### config.mk
export PLATFORM = sky130hd
export DESIGN_NAME = pmic_wr_engine
export DESIGN_NICKNAME = d
export VERILOG_FILES = /design/src/rtl/pmic_wr_pkg.sv /design/src/rtl/pmic_phase_timer.sv /design/src/rtl/pmic_wr_regs.sv /design/src/rtl/pmic_wr_seq.sv /design/src/rtl/pmic_wr_engine.sv
export SDC_FILE = /design/constraint.sdc
export NUM_CORES = 1
export LEC_CHECK = 0
export BUFFER_PORTS_ARGS = -buffer_cell sky130_fd_sc_hd__buf_4
export CAP_MARGIN = 20
export CELL_PAD_IN_SITES_DETAIL_PLACEMENT = 1
export CELL_PAD_IN_SITES_GLOBAL_PLACEMENT = 1
export CORE_ASPECT_RATIO = 1.4
export CORE_MARGIN = 1.5
export CORE_UTILIZATION = 35
export CTS_BUF_LIST = sky130_fd_sc_hd__clkbuf_4
export CTS_CLUSTER_SIZE = 25
export DETAILED_ROUTE_END_ITERATION = 8
export GPL_TIMING_DRIVEN = 0
export PLACE_DENSITY = 0.78
export SETUP_SLACK_MARGIN = 0.3
export SLEW_MARGIN = 0
export SYNTH_ARGS = -nofsm -noshare
export SYNTH_HDL_FRONTEND = slang
export SYNTH_HIERARCHICAL = 1
export SYNTH_SLANG_ARGS = --single-unit
### constraint.sdc
create_clock -name clk -period 7.5 [get_ports clk]
set_input_delay 0.375 -clock clk [delete_from_list [all_inputs] [get_ports clk]]
set_output_delay 0.375 -clock clk [all_outputs]
set_load 0.05 [all_outputs]
### src/rtl/pmic_wr_pkg.sv
// Shared constants and types for the PMIC write engine.
// Bit positions below are software-visible and must not move.
package pmic_wr_pkg;

    localparam int REG_W      = 32;
    localparam int SEL_W      = 2;
    localparam int ADDR_W     = 7;
    localparam int BYTE_W     = 8;

    // register selects
    localparam logic [SEL_W-1:0] SEL_CMD  = 2'd0;
    localparam logic [SEL_W-1:0] SEL_CLK  = 2'd1;
    localparam logic [SEL_W-1:0] SEL_MODE = 2'd2;

    // command register fields
    localparam int CMD_ADDR_LSB = 0;
    localparam int CMD_IDX_LSB  = 8;
    localparam int CMD_DATA_LSB = 16;
    localparam int CMD_GO_BIT   = 24;
    localparam int CMD_ERR_BIT  = 25;

    // clock register fields
    localparam int CLK_HI_LSB = 0;
    localparam int CLK_LO_LSB = 8;

    // mode register: bits kept on write
    localparam logic [REG_W-1:0] MODE_KEEP = 32'h0000_005F;

    // fixed padding added to the programmed SCL counts
    localparam int HI_PAD = 5;
    localparam int LO_PAD = 7;

    typedef enum logic [3:0] {
        S_IDLE,
        S_ST_SU,   // lines released before START
        S_ST_HD,   // SDA low, SCL high
        S_B_LA,    // SCL low, SDA held
        S_B_LB,    // SCL low, SDA carries new bit
        S_B_HI,    // SCL high, bit valid
        S_P_LA,    // SCL low before STOP
        S_P_LB,    // SCL low, SDA pulled low
        S_P_SU,    // SCL high, SDA low
        S_P_HD     // both released after STOP
    } seq_state_t;

endpackage

### src/rtl/pmic_phase_timer.sv
// Down-counter that times one bus phase.
// Assumes: load_val is the phase length minus one. expire is high in the
// last cycle of the phase, and a load restarts the count.
module pmic_phase_timer #(
    parameter int CNT_W = 10
) (
    input  logic             clk,
    input  logic             rst_n,
    input  logic             load,
    input  logic [CNT_W-1:0] load_val,
    output logic             expire
);

    logic [CNT_W-1:0] cnt;

    // Reload on request, otherwise count down to zero and hold there.
    always_ff @(posedge clk) begin
        if (!rst_n)
            cnt <= '0;
        else if (load)
            cnt <= load_val;
        else if (cnt != '0)
            cnt <= cnt - 1'b1;
    end

    assign expire = (cnt == '0);

endmodule

### src/rtl/pmic_wr_regs.sv
// Software-visible registers: command, clock counts and mode.
// Assumes: the go bit stays set until the sequencer reports done, and
// command writes are dropped while it is set.
module pmic_wr_regs
    import pmic_wr_pkg::*;
#(
    parameter int CFG_W = 8
) (
    input  logic              clk,
    input  logic              rst_n,
    input  logic              reg_wr,
    input  logic [SEL_W-1:0]  reg_sel,
    input  logic [REG_W-1:0]  reg_wdata,
    output logic [REG_W-1:0]  reg_rdata,
    input  logic              seq_done,
    input  logic              seq_nack,
    output logic              go,
    output logic              err,
    output logic [ADDR_W-1:0] tgt_addr,
    output logic [BYTE_W-1:0] idx_byte,
    output logic [BYTE_W-1:0] data_byte,
    output logic [CFG_W-1:0]  hi_cnt,
    output logic [CFG_W-1:0]  lo_cnt
);

    logic [REG_W-1:0] clk_reg;
    logic [REG_W-1:0] mode_reg;
    logic             cmd_take;

    assign cmd_take = reg_wr && (reg_sel == SEL_CMD) && !go;

    // Command fields, go flag and sticky error flag.
    always_ff @(posedge clk) begin
        if (!rst_n) begin
            go        <= 1'b0;
            err       <= 1'b0;
            tgt_addr  <= '0;
            idx_byte  <= '0;
            data_byte <= '0;
        end else if (cmd_take) begin
            tgt_addr  <= reg_wdata[CMD_ADDR_LSB +: ADDR_W];
            idx_byte  <= reg_wdata[CMD_IDX_LSB +: BYTE_W];
            data_byte <= reg_wdata[CMD_DATA_LSB +: BYTE_W];
            go        <= reg_wdata[CMD_GO_BIT];
            if (reg_wdata[CMD_GO_BIT])
                err <= 1'b0;
        end else if (seq_done) begin
            go <= 1'b0;
            if (seq_nack)
                err <= 1'b1;
        end
    end

    // Clock and mode registers; writable at any time.
    always_ff @(posedge clk) begin
        if (!rst_n) begin
            clk_reg  <= '0;
            mode_reg <= '0;
        end else if (reg_wr) begin
            if (reg_sel == SEL_CLK)
                clk_reg <= reg_wdata;
            if (reg_sel == SEL_MODE)
                mode_reg <= reg_wdata & MODE_KEEP;
        end
    end

    assign hi_cnt = clk_reg[CLK_HI_LSB +: CFG_W];
    assign lo_cnt = clk_reg[CLK_LO_LSB +: CFG_W];

    // Read multiplexer.
    always_comb begin
        reg_rdata = '0;
        unique case (reg_sel)
            SEL_CMD: begin
                reg_rdata[CMD_ADDR_LSB +: ADDR_W] = tgt_addr;
                reg_rdata[CMD_IDX_LSB +: BYTE_W]  = idx_byte;
                reg_rdata[CMD_DATA_LSB +: BYTE_W] = data_byte;
                reg_rdata[CMD_GO_BIT]             = go;
                reg_rdata[CMD_ERR_BIT]            = err;
            end
            SEL_CLK:  reg_rdata = clk_reg;
            SEL_MODE: reg_rdata = mode_reg;
            default:  reg_rdata = '0;
        endcase
    end

    // a busy command write leaves the fields and the go flag untouched
    p_busy_write_ignored_r9: assert property (@(posedge clk) disable iff (!rst_n)
        (go && reg_wr && reg_sel == SEL_CMD && !seq_done)
        |=> (go && $stable(tgt_addr) && $stable(idx_byte) && $stable(data_byte)));

    // a refused byte leaves the error flag set
    p_err_on_nack_r7: assert property (@(posedge clk) disable iff (!rst_n)
        (seq_done && seq_nack) |=> err);

    // completion from the sequencer drops the go flag
    p_done_clears_go_r5: assert property (@(posedge clk) disable iff (!rst_n)
        seq_done |=> !go);

endmodule

### src/rtl/pmic_wr_seq.sv
// Bus sequencer: START, three bytes, each followed by an acknowledge slot,
// then STOP. Each low phase is split into two halves, and SDA moves only
// at the halfway point. A refused byte jumps straight to STOP.
// Assumes: the fields and counts are stable while go is high.
module pmic_wr_seq
    import pmic_wr_pkg::*;
#(
    parameter int CFG_W = 8,
    parameter int CNT_W = CFG_W + 2
) (
    input  logic              clk,
    input  logic              rst_n,
    input  logic              go,
    input  logic [ADDR_W-1:0] tgt_addr,
    input  logic [BYTE_W-1:0] idx_byte,
    input  logic [BYTE_W-1:0] data_byte,
    input  logic [CFG_W-1:0]  hi_cnt,
    input  logic [CFG_W-1:0]  lo_cnt,
    input  logic              sda_in,
    output logic              scl_oe,
    output logic              sda_oe,
    output logic              done,
    output logic              nack
);

    localparam int SLOT_BITS = BYTE_W + 1;
    localparam int BIT_W     = $clog2(SLOT_BITS + 1);
    localparam int NUM_BYTES = 3;
    localparam int BIDX_W    = $clog2(NUM_BYTES + 1);

    seq_state_t        state, nxt_state;
    logic [CNT_W-1:0]  len_hi, len_lo, len_la, len_lb, nxt_len;
    logic [BYTE_W-1:0] shreg;
    logic [BIT_W-1:0]  bit_idx;
    logic [BIDX_W-1:0] byte_idx;
    logic              expire, step, slot_end, last_byte, ack_ok;

    assign len_hi    = CNT_W'(hi_cnt) + CNT_W'(HI_PAD);
    assign len_lo    = CNT_W'(lo_cnt) + CNT_W'(LO_PAD);
    assign len_la    = len_lo >> 1;
    assign len_lb    = len_lo - len_la;
    assign slot_end  = (bit_idx == BIT_W'(SLOT_BITS - 1));
    assign last_byte = (byte_idx == BIDX_W'(NUM_BYTES - 1));
    assign ack_ok    = !sda_in;
    assign step      = (state == S_IDLE) ? go : expire;
    assign done      = (state == S_P_HD) && expire;

    pmic_phase_timer #(.CNT_W(CNT_W)) u_timer (
        .clk      (clk),
        .rst_n    (rst_n),
        .load     (step),
        .load_val (nxt_len - 1'b1),
        .expire   (expire)
    );

    // Next state and length of the phase that follows.
    always_comb begin
        nxt_state = S_IDLE;
        nxt_len   = CNT_W'(1);
        unique case (state)
            S_IDLE:  begin nxt_state = S_ST_SU; nxt_len = len_hi; end
            S_ST_SU: begin nxt_state = S_ST_HD; nxt_len = len_hi; end
            S_ST_HD: begin nxt_state = S_B_LA;  nxt_len = len_la; end
            S_B_LA:  begin nxt_state = S_B_LB;  nxt_len = len_lb; end
            S_B_LB:  begin nxt_state = S_B_HI;  nxt_len = len_hi; end
            S_B_HI: begin
                nxt_len   = len_la;
                nxt_state = (slot_end && (!ack_ok || last_byte)) ? S_P_LA : S_B_LA;
            end
            S_P_LA:  begin nxt_state = S_P_LB;  nxt_len = len_lb; end
            S_P_LB:  begin nxt_state = S_P_SU;  nxt_len = len_hi; end
            S_P_SU:  begin nxt_state = S_P_HD;  nxt_len = len_hi; end
            S_P_HD:  begin nxt_state = S_IDLE;  nxt_len = CNT_W'(1); end
            default: begin nxt_state = S_IDLE;  nxt_len = CNT_W'(1); end
        endcase
    end

    // State register and line drivers, updated at each phase boundary.
    always_ff @(posedge clk) begin
        if (!rst_n) begin
            state    <= S_IDLE;
            scl_oe   <= 1'b0;
            sda_oe   <= 1'b0;
            shreg    <= '0;
            bit_idx  <= '0;
            byte_idx <= '0;
            nack     <= 1'b0;
        end else if (step) begin
            state <= nxt_state;
            unique case (state)
                S_IDLE: begin
                    scl_oe   <= 1'b0;
                    sda_oe   <= 1'b0;
                    shreg    <= {tgt_addr, 1'b0};
                    bit_idx  <= '0;
                    byte_idx <= '0;
                    nack     <= 1'b0;
                end
                S_ST_SU: sda_oe <= 1'b1;
                S_ST_HD: scl_oe <= 1'b1;
                S_B_LA:  sda_oe <= slot_end ? 1'b0 : !shreg[BYTE_W-1];
                S_B_LB:  scl_oe <= 1'b0;
                S_B_HI: begin
                    scl_oe <= 1'b1;
                    if (slot_end) begin
                        bit_idx  <= '0;
                        byte_idx <= byte_idx + 1'b1;
                        shreg    <= (byte_idx == '0) ? idx_byte : data_byte;
                        if (!ack_ok)
                            nack <= 1'b1;
                    end else begin
                        bit_idx <= bit_idx + 1'b1;
                        shreg   <= shreg << 1;
                    end
                end
                S_P_LA:  sda_oe <= 1'b1;
                S_P_LB:  scl_oe <= 1'b0;
                S_P_SU:  sda_oe <= 1'b0;
                default: ;
            endcase
        end
    end

    // without go the engine stays idle with both lines released
    p_idle_quiet_r2: assert property (@(posedge clk) disable iff (!rst_n)
        (state == S_IDLE && !go) |=> (state == S_IDLE && !scl_oe && !sda_oe));

    // SDA is steady across SCL-high cycles except at START and STOP
    p_sda_steady_high_r6: assert property (@(posedge clk) disable iff (!rst_n)
        (!scl_oe && !$past(scl_oe) && $past(state) != S_ST_SU && $past(state) != S_P_SU)
        |-> $stable(sda_oe));

endmodule

### src/rtl/pmic_wr_engine.sv
// Top of the PMIC single-write engine: registers plus bus sequencer.
// Assumes: open-drain bus outside this block; sda_in is the line level
// and already synchronous to clk.
module pmic_wr_engine
    import pmic_wr_pkg::*;
#(
    parameter int CFG_W = 8
) (
    input  logic             clk,
    input  logic             rst_n,
    input  logic             reg_wr,
    input  logic [SEL_W-1:0] reg_sel,
    input  logic [REG_W-1:0] reg_wdata,
    output logic [REG_W-1:0] reg_rdata,
    input  logic             sda_in,
    output logic             scl_oe,
    output logic             sda_oe,
    output logic             nack_err
);

    localparam int CNT_W = CFG_W + 2;

    logic              go, seq_done, seq_nack;
    logic [ADDR_W-1:0] tgt_addr;
    logic [BYTE_W-1:0] idx_byte, data_byte;
    logic [CFG_W-1:0]  hi_cnt, lo_cnt;

    pmic_wr_regs #(.CFG_W(CFG_W)) u_regs (
        .clk       (clk),
        .rst_n     (rst_n),
        .reg_wr    (reg_wr),
        .reg_sel   (reg_sel),
        .reg_wdata (reg_wdata),
        .reg_rdata (reg_rdata),
        .seq_done  (seq_done),
        .seq_nack  (seq_nack),
        .go        (go),
        .err       (nack_err),
        .tgt_addr  (tgt_addr),
        .idx_byte  (idx_byte),
        .data_byte (data_byte),
        .hi_cnt    (hi_cnt),
        .lo_cnt    (lo_cnt)
    );

    pmic_wr_seq #(.CFG_W(CFG_W), .CNT_W(CNT_W)) u_seq (
        .clk       (clk),
        .rst_n     (rst_n),
        .go        (go),
        .tgt_addr  (tgt_addr),
        .idx_byte  (idx_byte),
        .data_byte (data_byte),
        .hi_cnt    (hi_cnt),
        .lo_cnt    (lo_cnt),
        .sda_in    (sda_in),
        .scl_oe    (scl_oe),
        .sda_oe    (sda_oe),
        .done      (seq_done),
        .nack      (seq_nack)
    );

endmodule

==> flow_summary.ini <==
[routing]
drt.antenna.violating_nets = 0
wl_per_cell_um = 16.9
drtPass1Iterations = 4
vias = 5684
wirelength_um = 18500
vias_per_cell = 5.20
drcViolationCount = 0
drt_iter0_drc = 176

[cts]
post_cts_buffers = 0
cts.root.buffer_cell = clkbuf_4
cts_buffer_depth = 2
cts-resized-gates = 0
ctsHtreeMaxLevel = 3
cts_tree = done
clock_sinks = 94
clkTransAtPathRegs_ns = 0.17
cts_hold_buf = 0
clock_latency_ns = 0.48
cts_buffers = 9

[worst_setup_path]
crit_path_end_kind = flop
critical_path_class = reg2reg
worstSetupStartpointType = flop
cp.arrival_ns = 4.11
path_max_fanout = 10
cp_data_required_time_ns = 7.88

[sta]
rsz0062_at_grt = false
setup_violations = 0
finalCriticalPeriod_ns = 3.73
tns_ns = 0
fin_skew_ns = 0.0146
worst_slew_pin_slew_ns = 0.670
fin_ws_ns = 3.77
finalHoldViolCount = 0
post-route-period-util_pct = 49.7
fmax_ghz = 0.268
hold_ws_ns = 0.130
max-slew-margin-rel_pct = 55.3
slew_violations = 0

[place]
dp_hpwl_um = 14700
numPortBuffers = 72
post-place-ws_ns = 3.76
globalplace.congestion = 0.850

[synthesis]
synthTopCellsByArea = dfxtp_1 (30%), nand2_1 (7.7%), mux2i_1 (6.6%)
syn_area_um2 = 6220
ys.flop_type = dfxtp_1
synth_most_common_cell = nand2_1
yosysTopAreaCellShare_pct = 30.2
synth_edf_count = 0
synth_nets = 822
syn-mean-instance-area_um2 = 8.09
yosysUniqueCellTypes = 80
async_reset_ff_share_pct = 0
synth_common_cells = nand2_1 (127), dfxtp_1 (94), nor2_1 (65), mux2i_1 (41), a21boi_0 (36)
yosysSeqAreaShare_pct = 30.2
synth_warnings = 6
synthCells = 769
synth_top_area_cell = dfxtp_1
ys_ff_latch = 94

[floorplanning]
start_util_pct = 35.8
rows = 57
die-area_um2 = 18600
ios = 73
die_x_um = 116
dieHeight_um = 161
core-area_um2 = 17400

[pwr]
total_power_mw = 1.20
powerDensity_nw_per_um2 = 167
leakage_nw = 2.86
peakVddDrop_mv = 0.104

[grt]
grt_util_all_layers_pct = 20.7
grt_pass1_vias = 5885
antenna_found_initial = 1
grt_max_degree = 19
grt_pass1_wl_um = 30400
gr-total-overflow = 0

[run_status]
status = completed

[final_layout]
largest_reg_flops = 32
area_growth_pct = 15.6
nets = 905
drive_gt1_share_pct = 23.2

[flow_run]
drv_cap = 0

[worst_hold_path]
min_path_type = in2reg
## through the flow
stage	area [um2]	util (%)	instances
after floorplan	6220	-	769
after global placement	7060	40.6	1077
after detailed placement	7060	40.6	1077
after CTS	7190	41.3	1093
after global routing	7200	41.4	1094
final	7200	41.4	1094
## worst paths after layout
check                                        start  slack, ns  cells past startpoint              endpoint
worst max-delay path             u_regs/clk_reg[8]       3.77                     18  u_seq/u_timer/cnt[9]
worst min-delay path                 reg_wdata[28]       0.13                      3    u_regs/clk_reg[28]
worst max register to register   u_regs/clk_reg[8]       3.77                     18  u_seq/u_timer/cnt[9]
worst min register to register  u_regs/clk_reg[30]       0.47                      2    u_regs/clk_reg[30]
## placed cells by master (no fill, tap or decap), types with 5 or more instances in the layout
master,count
clkbuf_4,9
a21boi_0,36
xor2_1,13
nor2_1,65
mux2i_1,41
and2_1,11
nand3_1,10
a211oi_1,16
nand2_1,127
buf_4,94
nand3b_1,6
clkbuf_1,21
nor2b_1,11
nand2_2,20
a21boi_2,20
nand4_1,10
ha_1,14
o21ai_0,25
nor3_1,19
a21oi_1,24
nand2b_1,6
dfxtp_1,94
inv_1,25
buf_2,15
xnor2_1,13
a31oi_1,5
nor4_1,6
o22ai_1,5
## logic make-up after synthesis
group	count (synthesis)	share of synthesized area, %
AOI/OAI and AO/OA	165	20.2
xor gates and xnor gates	27	3.92
adders and majority gates	17	3.46
buffers and inverters	93	8.24
DFF	94	30.2
muxes	43	6.95
and+or+nand+nor	330	27.0
## area by class of cell
cell class              count  area [um2]
clock buffers               9        67.6
clock inverters             7        65.1
repair buffers             72         541
diodes                      1        2.50
well taps                 236         295
inverters                  26        97.6
plain buffers              67         415
fillers                  2205       10200
multi-input cells         582        3830
flip-flops and latches     94        1880
## critical path, stage by stage, from the launching register on
cell	delay [ns]
dfxtp_1	0.39
buf_4	0.13
buf_6	0.13
inv_1	0.07
ha_1	0.19
buf_4	0.17
xor2_2	0.21
fa_1	0.42
buf_2	0.18
nor2_1	0.09
and3_1	0.16
o221a_2	0.20
mux2i_1	0.20
nand2_1	0.18
nor4_4	0.36
nand4_1	0.17
xnor2_1	0.15
o21ai_0	0.18
a21oi_1	0.07
## routing by layer
layer / up-vias / track usage [%] / share of wire [%]
met4: 0 / 10.9 / 5.0
met2: 111 / 37.1 / 52
met1: 2708 / 23.1 / 40
met5: - / 0 / 0
li1: 2823 / - / -
met3: 42 / 3.40 / 3.2
## power by group
| part | internal (mW) | switching, mW |
|---|---|---|
| clock network | 0.0772 | 0.207 |
| registers | 0.535 | 0.0357 |
| logic | 0.152 | 0.196 |
| total | 0.764 | 0.439 |
No activity file was read; power rests on OpenSTA's default activity.
